[src/rtl/sbus_pkg.sv]
package sbus_pkg;

    localparam logic [1:0] REG_CTL  = 2'd0;
    localparam logic [1:0] REG_SADR = 2'd1;
    localparam logic [1:0] REG_STAT = 2'd2;
    localparam logic [1:0] REG_RXB  = 2'd3;

    // control register bit positions
    localparam int CB_SRC   = 2;
    localparam int CB_MASK  = 3;
    localparam int CB_SCLR  = 4;
    localparam int CB_WREL  = 5;
    localparam int CB_AUTO  = 6;
    localparam int CB_NOW   = 7;

    // status register bit positions
    localparam int SB_SCL   = 0;
    localparam int SB_ACK   = 1;
    localparam int SB_CMD   = 2;
    localparam int SB_REL   = 3;
    localparam int SB_MATCH = 4;
    localparam int SB_WAIT  = 5;
    localparam int SB_BUSY  = 7;

    typedef enum logic [1:0] {
        WM_EOT8A = 2'd0,
        WM_EOT8B = 2'd1,
        WM_HOLD8 = 2'd2,
        WM_HOLD9 = 2'd3
    } wmode_e;

endpackage

[src/rtl/sbus_cond_detect.sv]
module sbus_cond_detect (
    input  logic clk,
    input  logic rst_n,
    input  logic scl_i,
    input  logic sda_i,
    output logic scl_rise,
    output logic scl_fall,
    output logic start_evt,
    output logic rel_evt
);
    typedef struct packed {
        logic scl;
        logic sda;
    } prev_t;

    prev_t prev_d, prev_q;

    always_comb begin
        prev_d.scl = scl_i;
        prev_d.sda = sda_i;
    end

    always_ff @(posedge clk or negedge rst_n) begin
        if (!rst_n) prev_q <= '0;
        else        prev_q <= prev_d;
    end

    assign scl_rise  = scl_i & ~prev_q.scl;
    assign scl_fall  = ~scl_i & prev_q.scl;
    assign start_evt = scl_i & prev_q.scl & prev_q.sda & ~sda_i;
    assign rel_evt   = scl_i & prev_q.scl & ~prev_q.sda & sda_i;

endmodule

[src/rtl/sbus_addr_match.sv]
module sbus_addr_match #(
    parameter int W = 8
) (
    input  logic [W-1:0] rx,
    input  logic [W-1:0] ref_addr,
    input  logic         ign_lsb,
    output logic         hit
);
    logic [W-1:0] bit_ok;

    for (genvar g = 0; g < W; g++) begin : g_bit
        if (g == 0) begin : g_lsb
            assign bit_ok[g] = ign_lsb | (rx[g] == ref_addr[g]);
        end else begin : g_upper
            assign bit_ok[g] = (rx[g] == ref_addr[g]);
        end
    end

    assign hit = &bit_ok;

    // a full-width hit must mean identical bytes
    always_comb begin
        if (!ign_lsb && hit) begin
            assert_full_compare_R8: assert (rx == ref_addr);
        end
    end

endmodule

[src/rtl/sbus_wait_ctrl.sv]
module sbus_wait_ctrl #(
    parameter int DATA_W = 8
) (
    input  logic              clk,
    input  logic              rst_n,
    input  logic              wr_en,
    input  logic [1:0]        wr_addr,
    input  logic [DATA_W-1:0] wr_data,
    input  logic [1:0]        rd_addr,
    output logic [DATA_W-1:0] rd_data,
    input  logic              scl_i,
    input  logic              sda_i,
    output logic              scl_low_o,
    output logic              sda_low_o,
    output logic              irq_o,
    output logic              busy_o
);
    import sbus_pkg::*;

    localparam int CNT_W = $clog2(DATA_W + 2);
    localparam logic [CNT_W-1:0] LAST_BIT = CNT_W'(DATA_W);
    localparam logic [CNT_W-1:0] ACK_SLOT = CNT_W'(DATA_W + 1);
    localparam logic [CNT_W-1:0] CNT_ONE  = CNT_W'(1);

    typedef struct packed {
        wmode_e            mode;
        logic              src_sel;
        logic              mask_lsb;
        logic              scl_rel;
        logic              ack_auto;
        logic              busy_en;
        logic [DATA_W-1:0] saddr;
        logic [DATA_W-1:0] shreg;
        logic [DATA_W-1:0] rxbuf;
        logic [CNT_W-1:0]  cnt;
        logic              wait_pend;
        logic              hold;
        logic              ack_drv;
        logic              ack_det;
        logic              cmd_det;
        logic              rel_det;
        logic              match;
        logic              irq;
    } st_t;

    st_t st_d, st_q;

    logic scl_rise, scl_fall, start_evt, rel_evt;
    logic [CNT_W-1:0]  cnt_nx;
    logic [DATA_W-1:0] shifted;
    logic              cmp_hit;
    logic              rel_wr;

    sbus_cond_detect u_cond (
        .clk      (clk),
        .rst_n    (rst_n),
        .scl_i    (scl_i),
        .sda_i    (sda_i),
        .scl_rise (scl_rise),
        .scl_fall (scl_fall),
        .start_evt(start_evt),
        .rel_evt  (rel_evt)
    );

    assign shifted = {st_q.shreg[DATA_W-2:0], sda_i};
    assign cnt_nx  = (st_q.cnt == ACK_SLOT) ? CNT_ONE : st_q.cnt + CNT_ONE;
    assign rel_wr  = wr_en && (wr_addr == REG_CTL) && wr_data[CB_WREL];

    sbus_addr_match #(.W(DATA_W)) u_cmp (
        .rx      (shifted),
        .ref_addr(st_q.saddr),
        .ign_lsb (st_q.mask_lsb),
        .hit     (cmp_hit)
    );

    always_comb begin
        st_d     = st_q;
        st_d.irq = 1'b0;

        // host writes
        if (wr_en) begin
            case (wr_addr)
                REG_CTL: begin
                    st_d.mode     = wmode_e'(wr_data[1:0]);
                    st_d.src_sel  = wr_data[CB_SRC];
                    st_d.mask_lsb = wr_data[CB_MASK];
                    st_d.scl_rel  = wr_data[CB_SCLR];
                    st_d.ack_auto = wr_data[CB_AUTO];
                    if (wr_data[CB_WREL]) begin
                        st_d.wait_pend = 1'b0;
                        st_d.hold      = 1'b0;
                    end
                    if (wr_data[CB_NOW]) st_d.ack_drv = 1'b1;
                end
                REG_SADR: st_d.saddr = wr_data;
                REG_STAT: begin
                    if (wr_data[SB_ACK]) st_d.ack_det = 1'b0;
                    if (wr_data[SB_CMD]) st_d.cmd_det = 1'b0;
                    if (wr_data[SB_REL]) st_d.rel_det = 1'b0;
                    st_d.busy_en = wr_data[SB_BUSY];
                end
                default: ;
            endcase
        end

        // bus conditions
        if (start_evt) begin
            st_d.cnt     = '0;
            st_d.cmd_det = 1'b1;
            st_d.ack_drv = 1'b0;
        end
        if (rel_evt) begin
            st_d.cnt     = '0;
            st_d.rel_det = 1'b1;
            st_d.ack_drv = 1'b0;
            if (st_q.src_sel) st_d.irq = 1'b1;
        end

        // rising clock edge: count, shift, latch, acknowledge sample
        if (scl_rise) begin
            st_d.cnt = cnt_nx;
            if (cnt_nx <= LAST_BIT) st_d.shreg = shifted;
            if (cnt_nx == LAST_BIT) begin
                st_d.rxbuf = shifted;
                st_d.match = cmp_hit;
            end
            if (cnt_nx == ACK_SLOT) st_d.ack_det = ~sda_i;
            if (cnt_nx == ((st_q.mode == WM_HOLD9) ? ACK_SLOT : LAST_BIT)) begin
                st_d.irq = 1'b1;
                if (st_q.mode[1]) st_d.wait_pend = 1'b1;
            end
        end

        // falling clock edge: acknowledge drive window
        if (scl_fall) begin
            if (st_q.cnt == ACK_SLOT) st_d.ack_drv = 1'b0;
            else if (st_q.cnt == LAST_BIT && st_q.ack_auto) st_d.ack_drv = 1'b1;
        end

        // clock stretch starts once the line is low
        if (st_q.wait_pend && st_d.wait_pend && !scl_i) st_d.hold = 1'b1;
    end

    always_ff @(posedge clk or negedge rst_n) begin
        if (!rst_n) st_q <= '0;
        else        st_q <= st_d;
    end

    assign scl_low_o = st_q.hold | ~st_q.scl_rel;
    assign sda_low_o = st_q.ack_drv;
    assign irq_o     = st_q.irq;
    assign busy_o    = st_q.busy_en & st_q.wait_pend;

    always_comb begin
        rd_data = '0;
        case (rd_addr)
            REG_CTL: begin
                rd_data[1:0]    = st_q.mode;
                rd_data[CB_SRC]  = st_q.src_sel;
                rd_data[CB_MASK] = st_q.mask_lsb;
                rd_data[CB_SCLR] = st_q.scl_rel;
                rd_data[CB_AUTO] = st_q.ack_auto;
            end
            REG_SADR: rd_data = st_q.saddr;
            REG_STAT: begin
                rd_data[SB_SCL]   = scl_i;
                rd_data[SB_ACK]   = st_q.ack_det;
                rd_data[SB_CMD]   = st_q.cmd_det;
                rd_data[SB_REL]   = st_q.rel_det;
                rd_data[SB_MATCH] = st_q.match;
                rd_data[SB_WAIT]  = st_q.wait_pend;
                rd_data[SB_BUSY]  = st_q.busy_en;
            end
            default: rd_data = st_q.rxbuf;
        endcase
    end

    // ---------------- assertions ----------------
    assert_cnt_bound_R11: assert property (@(posedge clk) disable iff (!rst_n)
        st_q.cnt <= ACK_SLOT);

    assert_cond_clears_cnt_R11: assert property (@(posedge clk) disable iff (!rst_n)
        (start_evt || rel_evt) |=> (st_q.cnt == '0));

    assert_irq_on_eighth_R3: assert property (@(posedge clk) disable iff (!rst_n)
        (scl_rise && st_q.cnt == LAST_BIT - CNT_ONE && !st_q.mode[1]) |=> irq_o);

    assert_wait_on_eighth_R4: assert property (@(posedge clk) disable iff (!rst_n)
        (scl_rise && st_q.cnt == LAST_BIT - CNT_ONE && st_q.mode == WM_HOLD8)
        |=> (irq_o && st_q.wait_pend));

    assert_quiet_eighth_R5: assert property (@(posedge clk) disable iff (!rst_n)
        (scl_rise && st_q.cnt == LAST_BIT - CNT_ONE && st_q.mode == WM_HOLD9) |=> !irq_o);

    assert_hold_until_release_R6: assert property (@(posedge clk) disable iff (!rst_n)
        (st_q.hold && !rel_wr) |=> scl_low_o);

endmodule

[config.mk]
export PLATFORM = sky130hd
export DESIGN_NAME = sbus_wait_ctrl
export DESIGN_NICKNAME = d
export VERILOG_FILES = /design/src/rtl/sbus_pkg.sv /design/src/rtl/sbus_cond_detect.sv /design/src/rtl/sbus_addr_match.sv /design/src/rtl/sbus_wait_ctrl.sv
export SDC_FILE = /design/constraint.sdc
export NUM_CORES = 1
export LEC_CHECK = 0
export ABC_AREA = 1
export BUFFER_PORTS_ARGS = -buffer_cell sky130_fd_sc_hd__buf_4
export CORE_UTILIZATION = 42
export CTS_CLUSTER_SIZE = 8
export DETAILED_ROUTE_END_ITERATION = 16
export HOLD_SLACK_MARGIN = 0.03
export SYNTH_ARGS = -nofsm -noshare
export SYNTH_HDL_FRONTEND = slang
export SYNTH_HIERARCHICAL = 1
export SYNTH_SLANG_ARGS = --single-unit
[constraint.sdc]
create_clock -name clk -period 1.3 [get_ports clk]
set_input_delay 0.065 -clock clk [delete_from_list [all_inputs] [get_ports clk]]
set_output_delay 0.065 -clock clk [all_outputs]
set_load 0.005 [all_outputs]
==> results_dict.tcl, run 1 <==
set metrics [dict create \
    synth_most_common_cell "nand2_1" \
    finalCritPeriodShare 1.042 \
    final-setup-viol-count 4 \
    cts_tree "done" \
    gr-max-usage-layer "met1" \
    clock_latency_ns 0.30 \
    end_kind "primary output" \
    synth_edf_count 0 \
    power_frac_comb 0.278 \
    clkSlewWorstSetupHoldPaths_ns 0.08 \
    routedWlPerCell_um 13.37 \
    ys_ff_latch 44 \
    violations "negative setup slack" \
    dr.pass1.iters 5 \
    synthTopCellsByArea "dfrtp_1 49%, nand2_1 15%, inv_1 8.2%, o21ai_0 8.1%, nor2_1 5.5%" \
    start_util 0.4373 \
    clkSinkCount 44 \
    required_ns 1.24 \
    n_antenna_cell 0 \
    hold_violations 0 \
    die_y_um 74.92 \
    outcome "finished, violations left" \
    layout_min_cycle_time_ns 1.355 \
    finalNetCount 361 \
    worst_slack_ns -0.05485 \
    swShare 0.3245 \
    async_flop_share 1.000 \
    syn_inst 292 \
    crit_buf_inv 1 \
    yosysTopAreaCell "dfrtp_1" \
    path_cells "a22o_1 -> a21oi_2 -> o21ai_1 -> buf_4" \
    ys_warn_count 6 \
    setup-tns-final_ns -0.1161 \
    syn_nets 309 \
    overflow 0 \
    rsz0062_at_grt "true" \
    clockRootBuffer "clkbuf_8" \
    skew_ns 0.008556 \
    core_mm2 0.005107 \
    worstSetupPathType "reg -> out" \
    maxCapViolCount 0 \
    synth-seq-area-share 0.4930 \
    grt_usage 0.2141 \
    crit_arrival_ns 1.29 \
    grt_pass1_wl_mm 8.749 \
    postSynthAreaPerCell_um2 7.649 \
    cts_made_buffers 5 \
    die_w_um 74.92 \
    grt_util_met2 0.3083 \
    p_clk_frac 0.270 \
    cp-start-kind "register" \
    syn_area_mm2 0.002233 \
    net-switching-power_mw 1.459 \
    fill_cells 503 \
    synthFlopType "dfrtp_1" \
    drcViolationCount 0 \
    vdd_drop_max_v 0.0007083 \
    post_synth_num_cell_types 27 \
    grt_pass1_vias 1743 \
    yosysTopAreaCellShare 0.4930 \
    port_buffers 28 \
    dpl_worst_slack_ns -0.01194 \
    worstMarginPinSlew_ns 0.5693 \
    cts_buffer_depth 2 \
    crit_family "compound AO/OA/AOI/OAI gates" \
    pwr_density_cell_mw_per_mm2 1575 \
    num_rows 26 \
    timing.critical_path.fanout_max 2 \
    drt_iter0_markers 118 \
    htree_levels 2 \
    fmax_mhz 738.1 \
    wl_mm 5.537 \
    holdWs_ns 0.03852 \
    p_int_mw 3.038 \
    ant_nets 0 \
    ios 29 \
    finalMaxSlewViolations 0 \
    met3_usage 0.04418 \
    maxSlewHeadroom 0.6205 \
    p_seq_frac 0.452 \
    dr_total_vias 2021 \
    antenna_found_initial 0 \
    grt_start_max_net_pins 45 \
    die_area_mm2 0.005613 \
    hold_class "in -> reg" \
    cp_slowest_cell "dfrtp_1" \
    area_delta_synth_final_pct 27.84 \
    hpwl_mm 3.987 \
    drive_above_1_share 0.2384 \
    drt-vias-per-instance 4.882 \
    slowest_delay_ns 0.41 \
    place_congestion 0.7650 \
    synth.top_cells.by_count "89 x nand2_1, 49 x inv_1, 44 x dfrtp_1, 36 x o21ai_0, 33 x nor2_1" \
    use_met1 0.3265 \
    p_leak_nw 1.485 \
]
kinds of logic (layout without fill, tap and decap cells):
family | Yosys count | after routing | synth area share
compound gates | 54 | 54 | 0.1389
buf+inv | 54 | 106 | 0.1008
flops | 44 | 44 | 0.4930
mux | 1 | 1 | 0.006721
simple gates | 139 | 139 | 0.2605
path summary, 6_finish.rpt:
path                                                 start                   end  slack, ns  depth (start not counted)
worst min register to register         st_q[2]$_DFFE_PN0P_   st_q[2]$_DFFE_PN0P_       0.52                          2
worst max-delay path                  st_q[28]$_DFFE_PN0P_            rd_data[0]      -0.05                          4
max in group asynchronous                            rst_n  st_q[10]$_DFFE_PN0P_       0.57                          2
worst min-delay path                            wr_data[0]  st_q[28]$_DFFE_PN0P_       0.04                          3
worst max register to register  u_cond/prev_q[1]$_DFF_PN0_   st_q[1]$_DFFE_PN0P_          0                          5
min in group asynchronous                            rst_n     st_q[4]$_DFF_PN0_       0.30                          2
power groups by stage:
stage,Clock [mW],Sequential (mW),Combinational [mW]
after floorplan,0,1.96,0.706
after global placement,0,2.03,1.09
after detailed placement,0,2.05,1.11
after CTS,1.25,2.02,1.18
after global routing,1.30,2.09,1.42
final,1.21,2.03,1.25
through the flow:
| stage | total power [mW] | util | cell area, um^2 | cells |
|---|---|---|---|---|
| floorplan | 2.668 | - | 2233 | 292 |
| global placement | 3.125 | 0.5073 | 2591 | 398 |
| detailed placement | 3.156 | 0.5073 | 2591 | 398 |
| CTS | 4.448 | 0.5483 | 2800 | 412 |
| global route | 4.808 | 0.5590 | 2855 | 414 |
| finish | 4.497 | 0.5590 | 2855 | 414 |
registers in the layout (all words and copies together) (netlist names):
signal         flops
irq_o              1
sda_low_o          1
shifted            7
st_q              33
u_cond/prev_q      2
worst reg2reg max path, cell delays in order, from the launching register on:
cell,delay [ns]
dfrtp_1,0.39
nor2_1,0.08
buf_4,0.14
inv_8,0.04
nor3_4,0.20
mux2_4,0.32
metal layers:
metal,part of all wire,routed length (um),vias to the layer above
met1,0.49,2731,943
li1,-,-,1024
met4,0.010,56,0
met5,0,0,-
met3,0.051,283,5
met2,0.45,2465,49
area by class of cell:
cell class / count / area [um^2] / area share
Clock inverter: 2 / 60.06 / 0.02103
Tap cell: 70 / 87.58 / 0.03067
Clock buffer: 5 / 68.82 / 0.02410
Inverter: 50 / 195.2 / 0.06836
Sequential cell: 44 / 1105 / 0.3869
Multi-Input combinational cell: 194 / 955.9 / 0.3348
Timing Repair Buffer: 49 / 382.9 / 0.1341
placed cells by master, fill, tap and decap left out, drive strengths merged, types with 2 or more instances in the layout:
master / count
nor3: 2
o211ai: 2
nand2: 92
a21oi: 4
nand3: 11
inv: 50
bufinv: 2
dlygate4sd3: 3
buf: 46
a22o: 3
clkbuf: 5
o21ai: 40
dfrtp: 44
nor2: 33
repair_timing:
item	4_1_cts	5_1_grt
cloned	0	0
endpoints found under the hold margin	46	0
buffers inserted	4	2
pin swaps	4	5
setup endpoints to repair	8	20
hold buffers	3	0
gates resized for setup	12	22
Note: power is estimated with default switching activity, not from simulation.
==> inputs of run 2 (changes only) <==
- CORE_UTILIZATION: 42 -> 51
- PLACE_DENSITY: default -> 0.75
==> results_dict.tcl, run 2 (synthesized netlist as in run 1, its figures left out) <==
set metrics [dict create \
    drive_above_1_share 0.2586 \
    p_leak_nw 1.509 \
    wl_mm 5.407 \
    final_common_cell "nand2_1" \
    grt_usage 0.2618 \
    hold_class "in -> reg" \
    timing.critical_path.fanout_max 2 \
    worst_slack_ns -0.06573 \
    ios 29 \
    port_buffers 28 \
    ant_nets 0 \
    grt_pass1_vias 1885 \
    clkSinkCount 44 \
    die_area_mm2 0.004648 \
    layout_min_cycle_time_ns 1.366 \
    dp_cells 375 \
    violations "negative setup slack" \
    path_cells "a22o_1 -> a21oi_2 -> o21ai_1 -> buf_4" \
    largest_reg_flops 33 \
    pwr_density_cell_mw_per_mm2 1520 \
    grt_start_max_net_pins 45 \
    start_util 0.5427 \
    setup-tns-final_ns -0.1988 \
    dr.pass1.iters 5 \
    die_y_um 68.18 \
    drt_iter0_markers 127 \
    clkSlewWorstSetupHoldPaths_ns 0.08 \
    p_clk_frac 0.238 \
    maxCapViolCount 0 \
    finalNetCount 364 \
    cts_tree "done" \
    overflow 0 \
    end_kind "primary output" \
    holdWs_ns 0.04058 \
    finalMaxSlewViolations 0 \
    swShare 0.3414 \
    net-switching-power_mw 1.477 \
    cp-start-kind "register" \
    regMostFlops "st_q" \
    core_mm2 0.004115 \
    die_w_um 68.18 \
    place_congestion 0.9689 \
    required_ns 1.24 \
    maxSlewHeadroom 0.6307 \
    skew_ns 0.008828 \
    final-setup-viol-count 6 \
    outcome "finished, violations left" \
    vdd_drop_max_v 0.0007759 \
    clockRootBuffer "clkbuf_8" \
    fill_cells 328 \
    cts_made_buffers 5 \
    worstSetupPathType "reg -> out" \
    hold_violations 0 \
    drcViolationCount 0 \
    grt_pass1_wl_mm 8.631 \
    final_cell_mix "81 x nand2_1, 47 x buf_4, 45 x inv_1, 41 x dfrtp_1, 30 x nor2_1" \
    antenna_found_initial 0 \
    n_antenna_cell 0 \
    drt-vias-per-instance 5.198 \
    fin_cells 398 \
    finalCritPeriodShare 1.051 \
    p_seq_frac 0.479 \
    routedWlPerCell_um 13.59 \
    final_core_util 0.6917 \
    dr_total_vias 2069 \
    cts_buffer_depth 2 \
    dpl_worst_slack_ns -0.001876 \
    power_frac_comb 0.283 \
    clock_latency_ns 0.29 \
    cp_slowest_cell "dfrtp_1" \
    rsz0062_at_grt "true" \
    htree_levels 2 \
    fmax_mhz 732.2 \
    crit_arrival_ns 1.30 \
    p_int_mw 2.849 \
    slowest_delay_ns 0.41 \
    worstMarginPinSlew_ns 0.5540 \
    hpwl_mm 3.720 \
    area_delta_synth_final_pct 27.45 \
    num_rows 23 \
]
==> run 2: metal layers <==
layer,global-route usage,vias to the layer above,wire [um]
li1,-,1027,-
met1,0.3487,975,2569
met2,0.4105,56,2497
met3,0.07333,11,233
met4,0.08333,0,107
met5,0,-,0
==> run 2: layout make-up <==
type | count | area, um^2 | area share
well taps | 50 | 62.56 | 0.02198
clock buffers | 6 | 72.57 | 0.02549
flip-flops and latches | 44 | 1105 | 0.3881
inverters | 50 | 195.2 | 0.06857
repair buffers | 52 | 405.4 | 0.1424
clock inverters | 2 | 35.03 | 0.01231
multi-input cells | 194 | 970.9 | 0.3411
==> run 2: power groups by stage <==
stage / logic (mW) / registers (mW) / clock network [mW]
floorplan: 0.706 / 1.96 / 0
CTS: 1.16 / 2.02 / 1.04
detailed placement: 1.05 / 2.05 / 0
finish: 1.22 / 2.07 / 1.03
global placement: 1.03 / 2.04 / 0
global route: 1.40 / 2.11 / 1.11
==> run 2: worst max-delay path: cells and delay by family, from the launching register on <==
family          cells  cell delay [ns]
compound gates      3             0.46
buf+inv             1             0.14
flops               1             0.41
==> run 2: repair_timing <==
| item | CTS | global route |
|---|---|---|
| hold buffers | 2 | 1 |
| gates resized for setup | 12 | 32 |
| endpoints found under the hold margin | 46 | 1 |
| cloned | 0 | 1 |
| endpoints found under the setup margin | 10 | 22 |
| setup buffers | 7 | 4 |
| pin swaps | 3 | 3 |
==> run 2: final timing paths <==
check / from / end / slack [ns] / cells after the start
min in group asynchronous: rst_n / st_q[14]$_DFFE_PN0P_ / 0.29 / 2
setup / recovery: st_q[28]$_DFFE_PN0P_ / rd_data[0] / -0.07 / 4
max in group asynchronous: rst_n / st_q[10]$_DFFE_PN0P_ / 0.59 / 2
setup reg to reg: u_cond/prev_q[1]$_DFF_PN0_ / st_q[9]$_DFFE_PN0P_ / -0.05 / 6
hold reg to reg: st_q[36]$_DFFE_PN0P_ / st_q[36]$_DFFE_PN0P_ / 0.51 / 2
hold / removal: wr_data[0] / st_q[41]$_DFFE_PN0P_ / 0.04 / 3
==> run 2: per-stage QoR <==
stage | instance area, um^2 | power, mW
2_1_floorplan | 2233 | 2.668
3_3_place_gp | 2544 | 3.068
6_report | 2846 | 4.326
5_1_grt | 2846 | 4.620
4_1_cts | 2749 | 4.221
3_5_place_dp | 2544 | 3.104
==> inputs of run 3 (changes only) <==
- CELL_PAD_IN_SITES_DETAIL_PLACEMENT: default -> 0
- CELL_PAD_IN_SITES_GLOBAL_PLACEMENT: default -> 1
- CORE_UTILIZATION: 51 -> 38
- PLACE_DENSITY: 0.75 -> 0.84
==> results_dict.tcl, run 3 (synthesized netlist as in run 1, its figures left out) <==
set metrics [dict create \
    outcome "finished, violations left" \
    violations "negative setup slack" \
    fill_cells 530 \
    dr.pass1.iters 4 \
    finalMaxSlewViolations 0 \
    rr_worst_depth 3 \
    top_layer "met4" \
    area_delta_synth_final_pct 30.36 \
    clockRootBuffer "clkbuf_8" \
    largest_reg_flops 33 \
    worst_slack_ns -0.06005 \
    rr_startpoint "st_q[9]$_DFFE_PN0P_" \
    port_buffers 28 \
    die_area_mm2 0.006188 \
    ios 29 \
    ant_nets 0 \
    clkSinkCount 44 \
    path_cells "inv_2 -> nor3_1 -> a221oi_2 -> o21ai_1 -> buf_4" \
    crit_buf_inv 2 \
    grt_start_max_net_pins 45 \
    dr_total_vias 2026 \
    finalCritPeriodShare 1.046 \
    layout_min_cycle_time_ns 1.360 \
    drcViolationCount 0 \
    wl_met3_um 210 \
    whs_endpoint "st_q[31]$_DFFE_PN0P_" \
    overflow 0 \
    wl_met2_mm 2.414 \
    drive_above_1_share 0.2366 \
    maxSlewHeadroom 0.6226 \
    place_congestion 0.8314 \
    crit_arrival_ns 1.30 \
    start_util 0.4007 \
    final-setup-viol-count 5 \
    worstMarginPinSlew_ns 0.5661 \
    cp_slowest_cell "dfrtp_1" \
    clock_latency_ns 0.30 \
    regToRegSetupSlack_ns 0 \
    p_leak_nw 1.520 \
    fmax_mhz 735.3 \
    final_common_cell "nand2_1" \
    wl_met1_mm 2.758 \
    rsz0062_at_grt "true" \
    grt_pass1_vias 1876 \
    hold_depth 3 \
    cts_made_buffers 5 \
    holdWs_ns 0.06298 \
    cts_buffer_depth 2 \
    slowest_delay_ns 0.41 \
    vdd_drop_max_v 0.0007375 \
    clkSlewWorstSetupHoldPaths_ns 0.09 \
    grt_usage 0.1931 \
    skew_ns 0.008667 \
    dpl_worst_slack_ns -0.01022 \
    routedWlPerCell_um 12.86 \
    core_mm2 0.005574 \
    hold_class "in -> reg" \
    finalNetCount 371 \
    crit_family "flip-flops" \
    maxCapViolCount 0 \
    antenna_found_initial 0 \
    worstSetupPathType "reg -> out" \
    drt-vias-per-instance 4.745 \
    n_antenna_cell 0 \
    r2r-end "st_q[1]$_DFFE_PN0P_" \
    worst-path-stages 5 \
    grt_pass1_wl_mm 8.928 \
    regMostFlops "st_q" \
    wl_mm 5.490 \
    pwr_density_cell_mw_per_mm2 1515 \
    cp-start-kind "register" \
    die_y_um 78.67 \
    timing.critical_path.fanout_max 2 \
    cts_tree "done" \
    required_ns 1.24 \
    final_core_util 0.5223 \
    num_rows 27 \
    hold_violations 0 \
    die_w_um 78.67 \
    hpwl_mm 3.924 \
    htree_levels 2 \
    end_kind "primary output" \
    final_cell_mix "87 x nand2_1, 51 x buf_4, 48 x inv_1, 42 x dfrtp_1, 30 x nor2_1" \
    hold_start "wr_data[3]" \
    drt_iter0_markers 116 \
]
## run 3: per-layer routing
layer | track usage | vias up
met3 | 0.03837 | 8
met5 | 0 | -
met1 | 0.2871 | 925
li1 | - | 1043
met4 | 0.07037 | 0
met2 | 0.2748 | 50
## run 3: repair_timing
item,CTS,global route
endpoints found under the hold margin,52,0
gates resized for setup,10,13
pin swaps,3,1
buffers inserted,6,2
hold buffers,6,0
endpoints found under the setup margin,9,27
## run 3: layout make-up
type / count / area [um^2] / share of cell area
Multi-Input combinational cell: 194 / 942.2 / 0.3236
Timing Repair Buffer: 59 / 465.4 / 0.1599
Tap cell: 72 / 90.09 / 0.03094
Clock buffer: 5 / 68.82 / 0.02364
Sequential cell: 44 / 1104 / 0.3790
Clock inverter: 3 / 46.29 / 0.01590
Inverter: 50 / 195.2 / 0.06704
## run 3: worst reg2reg max path: cells and delay by family, from the launching register on
| kind | cells | cell delay [ns] |
|---|---|---|
| flip-flops | 1 | 0.45 |
| multiplexers | 1 | 0.32 |
| AND/OR/NAND/NOR | 2 | 0.42 |
## run 3: per-stage QoR
step / instances / area (um^2) / power (mW) / setup TNS [ns]
after floorplan: 292 / 2233 / 2.668 / -0.05894
after global placement: 405 / 2631 / 3.190 / 0
after detailed placement: 405 / 2631 / 3.206 / -0.01022
after CTS: 425 / 2870 / 4.386 / -0.2074
after global routing: 427 / 2912 / 4.730 / -0.6488
final: 427 / 2912 / 4.412 / -0.1877
## run 3: power breakdown
| group | switching (mW) | internal [mW] | total (mW) | leakage (nW) |
|---|---|---|---|---|
| Clock | 0.508 | 0.579 | 1.09 | 0.0548 |
| Sequential | 0.279 | 1.72 | 1.99 | 0.550 |
| Combinational | 0.714 | 0.617 | 1.33 | 0.916 |
| Total | 1.50 | 2.91 | 4.41 | 1.52 |
## run 3: worst max path at each step
stage,endpoint,from,slack [ns]
2_1_floorplan,st_q[1]$_DFFE_PN0P_,u_cond/prev_q[1]$_DFF_PN0_,-0.06
3_3_place_gp,sda_low_o$_DFF_PN0_,st_q[10]$_DFFE_PN0P_,0.02
3_5_place_dp,st_q[1]$_DFFE_PN0P_,st_q[9]$_DFFE_PN0P_,-0.01
4_1_cts,rd_data[0],st_q[28]$_DFFE_PN0P_,-0.07
5_1_grt,rd_data[1],st_q[42]$_DFFE_PN0P_,-0.14
6_report,rd_data[1],st_q[42]$_DFFE_PN0P_,-0.06
